## src/rtl/vlock_ctrl.sv

```systemverilog
module vlock_ctrl #(
  parameter int WIN_CYC = 1024,
  parameter int TMO_CYC = 4096,
  parameter int N_TRY   = 4
) (
  input  logic clk,
  input  logic rst_n,
  input  logic sig_absent,
  input  logic pll_ok,
  input  logic trs_hit,
  input  logic asi_hit,
  input  logic thru_mode,
  input  logic asi_mode,
  output logic locked,
  output logic mute,
  output logic recentre
);
  localparam int WW = (WIN_CYC > 2) ? $clog2(WIN_CYC) : 1;
  localparam int TW = (TMO_CYC > 2) ? $clog2(TMO_CYC) : 1;
  localparam int AW = (N_TRY > 2) ? $clog2(N_TRY) : 1;

  typedef enum logic [1:0] {S_NOCAR, S_HUNT, S_LOCK} st_t;

  st_t           st, nst;
  logic [WW-1:0] wcnt;
  logic [TW-1:0] tcnt;
  logic [AW-1:0] tries;

  wire hit      = trs_hit | asi_hit;
  wire win_end  = wcnt == WW'(WIN_CYC - 1);
  wire last_try = tries == AW'(N_TRY - 1);
  wire tmo_end  = tcnt == TW'(TMO_CYC - 1);
  wire hunt_ok  = !thru_mode && hit && pll_ok;
  wire fail     = (st == S_HUNT) && !sig_absent && !thru_mode && !hunt_ok
                  && win_end && last_try;

  always_comb begin
    nst = st;
    if (sig_absent) nst = S_NOCAR;
    else begin
      case (st)
        S_NOCAR: nst = S_HUNT;
        S_HUNT:  if (hunt_ok) nst = S_LOCK;
        S_LOCK:  if (thru_mode || !pll_ok || (!hit && tmo_end)) nst = S_HUNT;
        default: nst = S_NOCAR;
      endcase
    end
  end

  always_ff @(posedge clk or negedge rst_n) begin
    if (!rst_n) begin
      st       <= S_NOCAR;
      wcnt     <= '0;
      tries    <= '0;
      tcnt     <= '0;
      locked   <= 1'b0;
      mute     <= 1'b1;
      recentre <= 1'b1;
    end else begin
      st <= nst;
      if (st != S_HUNT || nst != S_HUNT || thru_mode) begin
        wcnt  <= '0;
        tries <= '0;
      end else if (win_end) begin
        wcnt  <= '0;
        tries <= last_try ? '0 : tries + 1'b1;
      end else begin
        wcnt <= wcnt + 1'b1;
      end
      if (st != S_LOCK || nst != S_LOCK || hit) tcnt <= '0;
      else                                       tcnt <= tcnt + 1'b1;
      locked   <= thru_mode ? (nst != S_NOCAR && pll_ok) : (nst == S_LOCK);
      mute     <= (nst == S_NOCAR) && !asi_mode;
      recentre <= (nst == S_NOCAR) || fail;
    end
  end

  AST_NOCAR_UNLOCK: assert property (@(posedge clk) disable iff (!rst_n)
    sig_absent |=> !locked && recentre);
  AST_NOCAR_MUTE: assert property (@(posedge clk) disable iff (!rst_n)
    sig_absent && !asi_mode |=> mute);
  AST_ASI_NOMUTE: assert property (@(posedge clk) disable iff (!rst_n)
    asi_mode |=> !mute);
  AST_PLL_GATES_LOCK: assert property (@(posedge clk) disable iff (!rst_n)
    !pll_ok |=> !locked);
  AST_RECENTRE_PULSE: assert property (@(posedge clk) disable iff (!rst_n)
    recentre && st == S_HUNT && !sig_absent |=> !recentre);
  AST_THRU_FOLLOW: assert property (@(posedge clk) disable iff (!rst_n)
    thru_mode && !sig_absent |=> locked == $past(pll_ok));
  AST_MUTE_WITH_UNLOCK: assert property (@(posedge clk) disable iff (!rst_n)
    $rose(mute) |-> !locked);
endmodule

```

## config.mk

```make
export PLATFORM = sky130hd
export DESIGN_NAME = vlock_ctrl
export DESIGN_NICKNAME = d
export VERILOG_FILES = /design/src/rtl/vlock_ctrl.sv
export SDC_FILE = /design/constraint.sdc
export NUM_CORES = 1
export LEC_CHECK = 0
export BUFFER_PORTS_ARGS = -buffer_cell sky130_fd_sc_hd__buf_2
export CAP_MARGIN = 10
export CORE_MARGIN = 3
export CORE_UTILIZATION = 40
export CTS_CLUSTER_SIZE = 8
export DETAILED_ROUTE_END_ITERATION = 10
export PLACE_DENSITY = 0.63
export SYNTH_ARGS = -nofsm -noshare
export SYNTH_HDL_FRONTEND = slang
export SYNTH_SLANG_ARGS = --single-unit
```

## constraint.sdc

```tcl
create_clock -name clk -period 2.82 [get_ports clk]
set_clock_uncertainty 0.1 [all_clocks]
set_input_delay 0.423 -clock clk [delete_from_list [all_inputs] [get_ports clk]]
set_output_delay 0.423 -clock clk [all_outputs]
set_load 0.05 [all_outputs]
```

==> results.ini <==
[place]
dp_hpwl_um = 1630
globalplace.congestion = 0.763
dpl_worst_slack_ns = 0.733
io_buffers = 10

[sta]
final.period_utilization_pct = 72.9
rsz0062_at_grt = false
fmax_ghz = 0.486
finalHoldViolations = 0
slew_headroom_pct = 58.3
holdWs_ns = 0.00444
slew_violations = 0
tightest_slew_ns = 0.626
setup_viol = 0
setup_slack_ns = 0.764
min_period_ns = 2.06
tns_ns = 0

[cts]
numCtsBuffers = 5
cts_tree = yes
clk_latency_ns = 0.32
clk_pin_slew_worst_paths_ns = 0.09
clockRootBuffer = clkbuf_4
h-tree-depth = 2
post_cts_buffers = 0
cts_max_path_buffers = 2
cts_sinks = 29
cts_resized = 0
hold_buffers = 0

[setup_path]
arrival_ns = 2.15
setup.worst_path.end = tcnt[10]$_DFF_PN0_
ff2ff_setup_slack_ns = 0.76
cp_num_cells = 5
worst_r2r_path_depth = 5
critPathBufInv = 0
slowest_stage = or4_4
r2r_start = tcnt[0]$_DFF_PN0_
reg2reg_to = tcnt[10]$_DFF_PN0_
cp-start-kind = register
worstPathRequired_ns = 2.91
cpLargestDelayFamily = simple AND/OR/NAND/NOR gates
end_kind = register
cp_slowest_stage_delay_ns = 0.54
startpoint = tcnt[0]$_DFF_PN0_
crit_fanout = 12
crit_type = register to register
cp_cell_sequence = ha_1 > nand3_1 > or4_4 > nand4_1 > nor2_1

[yosys]
synth-edff-count = 0
syn_area_per_cell_sq_um = 10.4
synthCells = 129
ys_warn_count = 0
ys_types = 31
synth-async-reset-ratio_pct = 100
ys_ff_latch = 29
syn-cell-area_sq_mm = 0.00134
synth-seq-area-share_pct = 54.2
synthFlopType = dfrtp_1
syn_nets = 140

[final_layout]
syn_to_final_growth_pct = 11.1
final_util_pct = 47.7
nets = 155
fillCellCount = 299
drive_gt1_share_pct = 14.6
final_cell_mix = 29 x nor2_1, 27 x dfrtp_1, 12 x xor2_1
n_antenna_cell = 0
layout_commonest_cell = nor2_1

[global_routing]
grt_usage_pct = 12.9
antenna_found_initial = 0
grt_pass1_wl_um = 4060
grt_pass1_vias = 984
gr-total-overflow = 0
grt_max_degree = 30

[drt]
firstDrtPassIters = 5
ant_nets = 0
vias_per_cell = 5.05
drtIter0Drc = 88
routed_wl_um = 2270
routed-via-count = 950
wl_per_cell_um = 12.1
drc_errors = 0

[floorplanning]
row_count = 20
die_h_um = 63.9
die_area_sq_mm = 0.00409
io_pins = 11
initial_core_util_pct = 42.9
fp.dieW_um = 63.9
core_area_sq_mm = 0.00313

[pwr]
vdd_drop_max_uv = 256
power_density_mw_per_mm2 = 481
p_leak_nw = 0.652

[worst_hold_path]
hold_class = primary input to asynchronous set/reset pin

[status]
status = finished, final reports clean

[job]
drv_cap = 0

[how the worst min path moves through the flow]
stage	slack [ns]	to	depth (start not counted)
final	0.004	tcnt[4]$_DFF_PN0_	1
after global routing	0.05	tcnt[4]$_DFF_PN0_	1
after CTS	0.02	tcnt[6]$_DFF_PN0_	1
after detailed placement	0.39	tcnt[6]$_DFF_PN0_	1
after global placement	0.37	tcnt[4]$_DFF_PN0_	1
after floorplan	0.03	locked$_DFF_PN0_	0
[metrics by stage]
step	cell area (sq um)	power, mW	instances
finish	1490	0.717	188
global route	1490	0.748	188
detailed placement	1440	0.475	181
floorplan	1340	0.455	129
CTS	1490	0.730	188
global placement	1440	0.474	181
[sequential cells by signal (all words and copies together), names as in the netlist]
register / flops
locked: 1
mute: 1
recentre: 1
st: 2
tcnt: 12
tries: 2
wcnt: 10
[cells in the mapped netlist, drive strengths merged (3+ instances only)]
master  number  share of area (%)
nor2        29                8.1
dfrtp       27                 50
xor2        12                7.8
nand2        7                2.0
nand4        7                3.7
nand3        6                2.2
xnor2        6                3.9
inv          4                1.1
a21oi        3                1.1
and3         3                1.4
ha           3                2.8
[cell type report]
cell class	instances	area (sq um)	share of cell area [%]
Inverter	4	15.0	1.01
Timing Repair Buffer	10	50.0	3.36
Tap cell	44	55.1	3.69
Sequential cell	29	728	48.8
Clock buffer	7	55.1	3.69
Multi-Input combinational cell	94	588	39.4
[metal layers]
metal / up-vias / part of all wire [%] / GRT usage (%) / wire, um
li1: 465 / - / - / -
met1: 461 / 47 / 15.0 / 1060
met5: - / 0 / 0 / 0
met4: 0 / 2.4 / 7.28 / 55
met2: 16 / 47 / 20.8 / 1070
met3: 8 / 3.5 / 4.22 / 79
[report_power, final]
group | switching [mW] | leakage (nW) | internal, mW
logic | 0.0291 | 0.225 | 0.0110
clock network | 0.134 | 0.0314 | 0.117
registers | 0.00423 | 0.395 | 0.422
[cells by family (layout without fill, tap and decap cells)]
kind of cell / count (synthesis) / count (layout) / synth area share [%]
simple gates: 64 / 64 / 24.0
flops: 29 / 29 / 54.2
xor+xnor: 18 / 18 / 11.7
compound gates: 8 / 8 / 4.47
buf+inv: 6 / 21 / 1.96
fa+ha+maj: 3 / 3 / 2.80
mux: 1 / 1 / 0.746
No activity file was read; power rests on OpenSTA's default activity.
